File: config.mk
export PLATFORM = sky130hd
export DESIGN_NAME = rsc_chain
export DESIGN_NICKNAME = d
export VERILOG_FILES = /design/src/rtl/rsc_pkg.sv /design/src/rtl/rsc_therm_decode.sv /design/src/rtl/rsc_residue.sv /design/src/rtl/rsc_stage.sv /design/src/rtl/rsc_chain.sv
export SDC_FILE = /design/constraint.sdc
export NUM_CORES = 1
export LEC_CHECK = 0
export BUFFER_PORTS_ARGS = -buffer_cell sky130_fd_sc_hd__buf_2
export CAP_MARGIN = 40
export CORE_AREA = 5 5 90 92
export CTS_BUF_LIST = sky130_fd_sc_hd__clkbuf_4
export CTS_CLUSTER_SIZE = 20
export DETAILED_ROUTE_END_ITERATION = 6
export DIE_AREA = 0 0 95 97
export PLACE_DENSITY = 0.7
export SLEW_MARGIN = 5
export SYNTH_ARGS = -nofsm -noshare
export SYNTH_HDL_FRONTEND = slang
export SYNTH_SLANG_ARGS = --single-unit
File: constraint.sdc
create_clock -name clk -period 5.35 [get_ports clk]
set_input_delay 0.2675 -clock clk [delete_from_list [all_inputs] [get_ports clk]]
set_output_delay 0.2675 -clock clk [all_outputs]
set_load 0.005 [all_outputs]
File: src/rtl/rsc_pkg.sv
package rsc_pkg;

  // Region a stage assigns to its input
  typedef enum logic [1:0] {
    SC_LOW  = 2'b00,
    SC_MID  = 2'b01,
    SC_HIGH = 2'b10
  } step_code_e;

  // Reference action applied when forming the residue
  typedef enum logic [1:0] {
    RO_ADD  = 2'b00,
    RO_KEEP = 2'b01,
    RO_SUB  = 2'b10
  } res_op_e;

endpackage

File: src/rtl/rsc_therm_decode.sv
// Two-comparator thermometer word to stage code and residue action.
module rsc_therm_decode
  import rsc_pkg::*;
(
  input  logic [1:0] therm_i,
  output step_code_e code_o,
  output res_op_e    op_o
);

  always_comb begin
    unique case (therm_i)
      2'b00: begin
        code_o = SC_LOW;
        op_o   = RO_ADD;
      end
      2'b11: begin
        code_o = SC_HIGH;
        op_o   = RO_SUB;
      end
      default: begin
        code_o = SC_MID;
        op_o   = RO_KEEP;
      end
    endcase
  end

endmodule

File: src/rtl/rsc_residue.sv
// Doubling, reference add/subtract and saturation to the residue width.
module rsc_residue
  import rsc_pkg::*;
#(
  parameter int RES_W = 8,
  parameter int REF_I = 32
) (
  input  logic signed [RES_W-1:0] x_i,
  input  res_op_e                 op_i,
  output logic signed [RES_W-1:0] r_o
);

  localparam int WW    = RES_W + 2;
  localparam int MAX_I = (1 << (RES_W - 1)) - 1;
  localparam int MIN_I = -(1 << (RES_W - 1));
  localparam logic signed [WW-1:0] REF_W = WW'(REF_I);
  localparam logic signed [WW-1:0] MAX_W = WW'(MAX_I);
  localparam logic signed [WW-1:0] MIN_W = WW'(MIN_I);

  logic signed [WW-1:0] x_w;
  logic signed [WW-1:0] dbl;
  logic signed [WW-1:0] sum;

  always_comb begin
    x_w = WW'(x_i);
    dbl = x_w <<< 1;
    unique case (op_i)
      RO_ADD:  sum = dbl + REF_W;
      RO_SUB:  sum = dbl - REF_W;
      default: sum = dbl;
    endcase
    if (sum > MAX_W)      r_o = MAX_W[RES_W-1:0];
    else if (sum < MIN_W) r_o = MIN_W[RES_W-1:0];
    else                  r_o = sum[RES_W-1:0];
  end

endmodule

File: src/rtl/rsc_stage.sv
// One registered stage: comparators, decode, residue, code word merge.
module rsc_stage
  import rsc_pkg::*;
#(
  parameter int IDX    = 0,
  parameter int STAGES = 5,
  parameter int RES_W  = 8,
  parameter int REF_I  = 32,
  parameter int OFFSET = 0
) (
  input  logic                      clk,
  input  logic                      rst,
  input  logic                      vld_i,
  input  logic signed [RES_W-1:0]   res_i,
  input  logic [2*STAGES-1:0]       codes_i,
  output logic                      vld_o,
  output logic signed [RES_W-1:0]   res_o,
  output logic [2*STAGES-1:0]       codes_o
);

  localparam int CW   = 2 * STAGES;
  localparam int WW   = RES_W + 2;
  localparam int QTR  = REF_I / 4;
  localparam int LO_I = -QTR + OFFSET;
  localparam int HI_I = QTR + OFFSET;
  localparam logic signed [WW-1:0] LO_W = WW'(LO_I);
  localparam logic signed [WW-1:0] HI_W = WW'(HI_I);

  logic signed [WW-1:0]    x_w;
  logic [1:0]              therm;
  step_code_e              code;
  res_op_e                 op;
  logic signed [RES_W-1:0] res_d;
  logic [CW-1:0]           codes_d;

  // comparators: bit 0 at the lower threshold, bit 1 at the upper one
  always_comb begin
    x_w      = WW'(res_i);
    therm[0] = (x_w >= LO_W);
    therm[1] = (x_w > HI_W);
  end

  rsc_therm_decode u_dec (
    .therm_i (therm),
    .code_o  (code),
    .op_o    (op)
  );

  rsc_residue #(
    .RES_W (RES_W),
    .REF_I (REF_I)
  ) u_res (
    .x_i  (res_i),
    .op_i (op),
    .r_o  (res_d)
  );

  // own slot of the incoming word is still zero, so OR merges it in
  always_comb codes_d = codes_i | (CW'(code) << (2 * IDX));

  always_ff @(posedge clk) begin
    if (rst) begin
      vld_o   <= 1'b0;
      res_o   <= '0;
      codes_o <= '0;
    end else begin
      vld_o <= vld_i;
      if (vld_i) begin
        res_o   <= res_d;
        codes_o <= codes_d;
      end
    end
  end

  // lower comparator must trip before the upper one
  a_r2_thermo_legal: assert property (@(posedge clk) disable iff (rst)
    therm != 2'b10);

  // stage code and residue action agree
  a_r3_code_op_pair: assert property (@(posedge clk) disable iff (rst)
    ((code == SC_LOW) == (op == RO_ADD)) && ((code == SC_HIGH) == (op == RO_SUB)));

  // valid advances exactly one stage per edge
  a_r5_valid_step: assert property (@(posedge clk) disable iff (rst)
    !$past(rst) |-> (vld_o == $past(vld_i)));

  // idle cycle leaves the stage contents alone
  a_r6_idle_hold: assert property (@(posedge clk) disable iff (rst)
    (!$past(rst) && !$past(vld_i)) |-> ($stable(codes_o) && $stable(res_o)));

endmodule

File: src/rtl/rsc_chain.sv
// Chain of redundant 1.5-bit residue stages with per-stage threshold offsets.
module rsc_chain #(
  parameter int                      FRAC_W  = 6,
  parameter int                      STAGES  = 5,
  parameter int                      OFF_W   = 6,
  parameter logic [STAGES*OFF_W-1:0] THR_OFS = '0
) (
  input  logic                  clk,
  input  logic                  rst,
  input  logic [FRAC_W:0]       sample_i,
  input  logic                  sample_vld_i,
  output logic [2*STAGES-1:0]   codes_o,
  output logic                  codes_vld_o
);

  localparam int DATA_W = FRAC_W + 1;
  localparam int RES_W  = DATA_W + 1;
  localparam int REF_I  = 1 << (FRAC_W - 1);
  localparam int CW     = 2 * STAGES;
  localparam logic signed [RES_W-1:0] REF_S = RES_W'(REF_I);

  logic [STAGES:0]         vld_c;
  logic signed [RES_W-1:0] res_c  [STAGES+1];
  logic [CW-1:0]           code_c [STAGES+1];

  always_comb begin
    vld_c[0]  = sample_vld_i;
    res_c[0]  = {sample_i[DATA_W-1], sample_i};
    code_c[0] = '0;
  end

  for (genvar k = 0; k < STAGES; k++) begin : g_stage
    localparam logic signed [OFF_W-1:0] OFS_K = THR_OFS[k*OFF_W +: OFF_W];
    localparam int OFS_I = int'(OFS_K);

    rsc_stage #(
      .IDX    (k),
      .STAGES (STAGES),
      .RES_W  (RES_W),
      .REF_I  (REF_I),
      .OFFSET (OFS_I)
    ) u_stage (
      .clk     (clk),
      .rst     (rst),
      .vld_i   (vld_c[k]),
      .res_i   (res_c[k]),
      .codes_i (code_c[k]),
      .vld_o   (vld_c[k+1]),
      .res_o   (res_c[k+1]),
      .codes_o (code_c[k+1])
    );

    if (OFS_I == 0) begin : g_band
      // ideal stage keeps an in-band residue in band
      a_r3_inband: assert property (@(posedge clk) disable iff (rst)
        (vld_c[k] && (res_c[k] >= -REF_S) && (res_c[k] <= REF_S))
        |=> ((res_c[k+1] >= -REF_S) && (res_c[k+1] <= REF_S)));
    end

    // no stage field at the output holds the unused code 11
    a_r2_codes_legal: assert property (@(posedge clk) disable iff (rst)
      vld_c[STAGES] |-> (code_c[STAGES][2*k +: 2] != 2'b11));
  end

  always_comb begin
    codes_o     = code_c[STAGES];
    codes_vld_o = vld_c[STAGES];
  end

endmodule

# == After elaboration in Yosys (flattened, before gate mapping) ==
# Cells that the tools add are included.
# W data, S select, Z words.
# classes
shifts,0
reduce_logical,9
n_lt_le_gt_ge,18
n_bitwise,4
eq_ne,9
addsub,8
mul,0
n_div,0
mux,17
# ops
cell,count
$pmux W10 S2,4
$mux W8,8
$gt A10 B8 Y1 const B,4
$lt A10 B8 Y1 const B,4
$ge A8 B4 Y1 const B,4
$gt A8 B5 Y1 const B,4
$add A9 B7 Y10 const B,3
$sub A9 B7 Y10 const B,3
$pmux W2 S2,5
$eq A2 B2 Y1 const B,9
$logic_not A2 Y1,9
$or A10 B10 Y10,1
$or A10 B6 Y10,1
$or A10 B8 Y10,1
$add A8 B7 Y9 const B,1
$sub A8 B7 Y9 const B,1
$ge A7 B4 Y1 const B,1
$gt A7 B5 Y1 const B,1
$or A2 B4 Y4,1
# word_totals
romBits,0
output_inout_bits,11
mem_count,0
latchBits,0
mem_bits_rw,0
wordCells,79
register_bits,79

# == Logic depth before layout (Yosys ltp) ==
# depth
ltp_word,8
depth_mapped,10

# == Modules after synthesis ==
# A second synthesis with hierarchy kept.
# unflattened
hier_cells,576
hier_area_um2,5246.3
# modules_own_cells
mod,n_inst,area_each_um2,cells_each,seq_area_each_um2
rsc_stage,5,704.4,67,380.4
rsc_residue,5,316.6,45,0.0
rsc_therm_decode,5,27.5,3,0.0
rsc_chain,1,3.8,1,0.0

# == Least setup slack after synthesis ==
# OpenSTA, ideal clock, no wires.
# synth_path
kind,reg-to-reg
startpoint,register g_stage[1].u_stage.res_o[6]
endpoint,register g_stage[2].u_stage.res_o[4]
path_slack_ns,2.949
arrival_time_ns,2.313
path_stages_with_launch,11
setup_ns,0.088
n_path_buf,0
cell_sequence,dfxtp_1 nor3_1 a21oi_1 ha_1 inv_1 fa_1 nand2b_2 and3_4 o41ai_4 a21oi_1 o32ai_2
# synth_between
elab_chain_cells,8
elab_cells_between_ends,14
classes_between,add/sub: 2; order compare: 4; eq/ne: 2; mux: 4; reduce/logical: 2
# synth_rtl
element,line,source
start: declaration,rsc_stage.sv:17,"output logic signed [RES_W-1:0] res_o,"
start signal: assignment,rsc_stage.sv:69,res_o <= res_d;
$ge A8 B4 Y1 / $gt A8 B5 Y1 (equally long branches),"rsc_stage.sv:39, rsc_stage.sv:40",
$eq A2 B2 Y1 / $logic_not A2 Y1 (equally long branches),-,
$pmux W2 S2 *,-,
net g_stage[2].u_stage.code[1],rsc_stage.sv:31,step_code_e code;
$eq A2 B2 Y1 / $logic_not A2 Y1 (equally long branches),rsc_residue.sv:27,unique case (op_i)
$pmux W10 S2 *,rsc_residue.sv:27,
$lt A10 B8 Y1,rsc_residue.sv:33,else if (sum < MIN_W) r_o = MIN_W[RES_W-1:0];
$mux W8,rsc_residue.sv:33,
$mux W8 *,rsc_residue.sv:32,if (sum > MAX_W) r_o = MAX_W[RES_W-1:0];
end signal: assignment,rsc_stage.sv:69,
end: declaration,rsc_stage.sv:17,
# Mark *: on every way through the listed nets, which the timed path passes. The rest lies on a longest branch.
# A chain may end at the register's enable or synchronous reset.

# == Worst setup path in the final report ==
# layout_path
startpoint,register g_stage[1].u_stage.res_o[6]
endpoint,register g_stage[2].u_stage.res_o[3]
# The elaborated chain is that of the path after synthesis.

==> results.py <==
metrics = {
    "outcome": {
        "status": "complete, no violations",
    },
    "place": {
        "place_area_um2": 3650,
        "io_buffers": 20,
        "gp_congestion": 0.861,
        "hpwl_um": 4940,
        "dp.cells": 479,
    },
    "routing": {
        "ant_nets": 0,
        "vias_per_cell": 5.47,
        "drc": 0,
        "first_iter_violations": 99,
        "drtPass1Iterations": 4,
        "wire_per_inst_um": 13.4,
        "vias": 2710,
        "totalWireLength_um": 6650,
    },
    "sta": {
        "finalCritPeriodShare": 0.504,
        "finClkSkew_ns": 0.0166,
        "finalHoldViolations": 0,
        "tightest_slew_ns": 0.633,
        "setup_viol": 0,
        "setup_tns_ns": 0,
        "layout_min_cycle_time_ns": 2.69,
        "relSlewSlack": 0.577,
        "max_freq_mhz": 371,
        "grt_setup_unrepaired": "no",
        "drv_slew": 0,
    },
    "power": {
        "peakVddDrop_uv": 156,
        "totalPowerFinal_mw": 1.38,
        "cellLeakagePower_nw": 1.50,
        "powerDensity_nw_per_um2": 363,
    },
    "clock_tree": {
        "numCtsBuffers": 9,
        "cts_setup_buffers": 0,
        "cts_root_buffer": "clkbuf_4",
        "htree_levels": 3,
        "tritoncts": "built",
        "ctsHoldBuffers": 0,
        "clock_latency_ns": 0.42,
        "cts.clk_slew.worst_paths_ns": 0.12,
        "cts.sinks": 67,
        "max-clock-path-buffers": 2,
        "cts_resized": 0,
    },
    "setup_path": {
        "crit_chain": "nor3_1, a21oi_1, ha_1, inv_1, fa_1, nand2b_2, and3_4, o41ai_4, a21oi_1, o32ai_1",
        "critPathKind": "flip-flop to flip-flop",
        "cp_max_fo": 7,
        "crit_buf_inv": 1,
        "r2r_start": "g_stage[1].u_stage.res_o[6]$_SDFFE_PP0P_",
        "r2r_cells": 10,
        "slowest_delay_ns": 0.46,
        "cpMaxStageDelayCell": "dfxtp_1",
        "cp.required_ns": 5.68,
        "cp_top_family": "compound AO/OA/AOI/OAI gates",
        "start_kind": "flip-flop",
        "r2r-end": "g_stage[2].u_stage.res_o[3]$_SDFFE_PP0P_",
        "endpoint_kind": "flip-flop",
        "rrSetupSlack_ns": 2.66,
        "arrival_ns": 3.02,
        "cp_common_cell": "a21oi_1",
    },
    "synth": {
        "synth.most_common_cell": "dfxtp_1",
        "ys_seq_area_frac": 0.380,
        "postSynthAreaPerCell_um2": 9.21,
        "ys.flop_type": "dfxtp_1",
        "syn_inst": 383,
        "mappedNetlistArea_um2": 3530,
        "synth_common_cells": "dfxtp_1 (67), nor2_1 (59), mux2i_1 (35), a21oi_1 (24), inv_1 (20)",
        "syn_nets": 413,
        "yosysWarnings": 0,
        "synth_area_leaders": "dfxtp_1 (38%), mux2i_1 (9.9%), nor2_1 (6.3%)",
        "ys_types": 52,
        "synth_top_area_share": 0.380,
        "synthArstFlopShare": 0,
        "synth_edf_count": 0,
        "synth-seq-cells": 67,
        "synth_top_area_cell": "dfxtp_1",
    },
    "final_layout": {
        "num_antenna_cells": 0,
        "final_cell_area_um2": 3800,
        "fillers": 695,
        "area_delta_synth_final_pct": 7.77,
        "seq_area_um2": 1340,
        "fin_cells": 495,
        "drive_gt1_frac": 0.134,
        "nets": 421,
        "multi_input_area_um2": 1970,
        "final_util": 0.532,
    },
    "grt": {
        "grt_pass1_vias": 2719,
        "grt_max_degree": 45,
        "grt_pass1_wl_um": 11900,
        "grt_use_total": 0.158,
        "grt.overflow.total": 0,
        "antenna_found_initial": 0,
    },
    "die": {
        "die_w_um": 95,
        "dieArea_um2": 9220,
        "core_area_um2": 7140,
        "fp.dieH_um": 97,
        "rows": 31,
        "io_pins": 21,
        "initial_utilization": 0.494,
    },
    "run": {
        "cap_viol_max_count": 0,
    },
    "worst_hold_path": {
        "whs_endpoint": "g_stage[0].u_stage.res_o[3]$_SDFFE_PP0P_",
        "min-delay-start": "sample_i[2]",
        "hold_class": "input port to flip-flop",
        "holdPathStages": 3,
    },
}
## registers in the layout (all words and copies together), names as in the netlist
register,cells
g_stage.u_stage.codes_o,30
g_stage.u_stage.res_o,32
g_stage.u_stage.vld_o,5
## power breakdown
group          switching, mW  internal, mW
Clock                  0.199         0.149
Sequential            0.0411         0.532
Combinational          0.260         0.196
## cells in the final DEF, fill, tap and decap left out, types with 5 or more instances in the layout
| master | instances |
|---|---|
| nand3_1 | 6 |
| nand2_1 | 11 |
| inv_1 | 20 |
| o32ai_1 | 5 |
| a221o_1 | 6 |
| xnor2_1 | 8 |
| a21oi_1 | 24 |
| buf_2 | 20 |
| nor3_1 | 13 |
| mux2i_1 | 35 |
| nor2b_1 | 7 |
| ha_1 | 16 |
| nand2b_1 | 11 |
| nand4_1 | 6 |
| o31ai_1 | 5 |
| o21ai_0 | 5 |
| nor2_1 | 59 |
| dfxtp_1 | 67 |
| clkbuf_4 | 9 |
## stage by stage
step / setup WS, ns / hold slack [ns]
6_report: 2.66 / 0.176
4_1_cts: 2.67 / 0.147
5_1_grt: 2.44 / 0.160
3_5_place_dp: 2.69 / 0.469
3_3_place_gp: 2.81 / 0.452
2_1_floorplan: 2.95 / 0.343
## worst max path at each step
stage                                                   from                                        to  depth (start not counted)
global placement    g_stage[1].u_stage.res_o[6]$_SDFFE_PP0P_  g_stage[2].u_stage.res_o[4]$_SDFFE_PP0P_                         10
finish              g_stage[1].u_stage.res_o[6]$_SDFFE_PP0P_  g_stage[2].u_stage.res_o[3]$_SDFFE_PP0P_                         10
detailed placement  g_stage[1].u_stage.res_o[6]$_SDFFE_PP0P_  g_stage[2].u_stage.res_o[3]$_SDFFE_PP0P_                         10
CTS                 g_stage[1].u_stage.res_o[6]$_SDFFE_PP0P_  g_stage[2].u_stage.res_o[3]$_SDFFE_PP0P_                         10
global route        g_stage[1].u_stage.res_o[6]$_SDFFE_PP0P_  g_stage[2].u_stage.res_o[3]$_SDFFE_PP0P_                         10
floorplan           g_stage[1].u_stage.res_o[6]$_SDFFE_PP0P_  g_stage[2].u_stage.res_o[4]$_SDFFE_PP0P_                         10
## worst register-to-register path, stage by stage (launching register included)
cell and delay, ns:
dfxtp_1 0.46, nor3_1 0.08, a21oi_1 0.15, ha_1 0.26, inv_1 0.08, fa_1 0.43
nand2b_2 0.21, and3_4 0.18, o41ai_4 0.41, a21oi_1 0.10, o32ai_1 0.25
## final cells by class
class,count,area share
Clock buffer,9,0.0178
Clock inverter,7,0.0217
Inverter,20,0.0198
Multi-Input combinational cell,271,0.520
Sequential cell,67,0.353
Tap cell,99,0.0326
Timing Repair Buffer,22,0.0356
## layer usage
metal | wire [µm] | track usage
met1 | 3050 | 0.193
met2 | 3220 | 0.257
met3 | 235 | 0.0481
met4 | 153 | 0.0610
met5 | 0 | 0
## cells by family (layout without fill, tap and decap cells)
kind of cell | after synthesis | in the layout | synth area share
simple gates | 124 | 124 | 0.171
flops | 67 | 67 | 0.380
xor+xnor | 10 | 10 | 0.0248
buf+inv | 45 | 58 | 0.0596
fa+ha+maj | 20 | 20 | 0.0795
compound gates | 80 | 80 | 0.179
mux | 37 | 37 | 0.106
(Power assumes the default switching activity.)
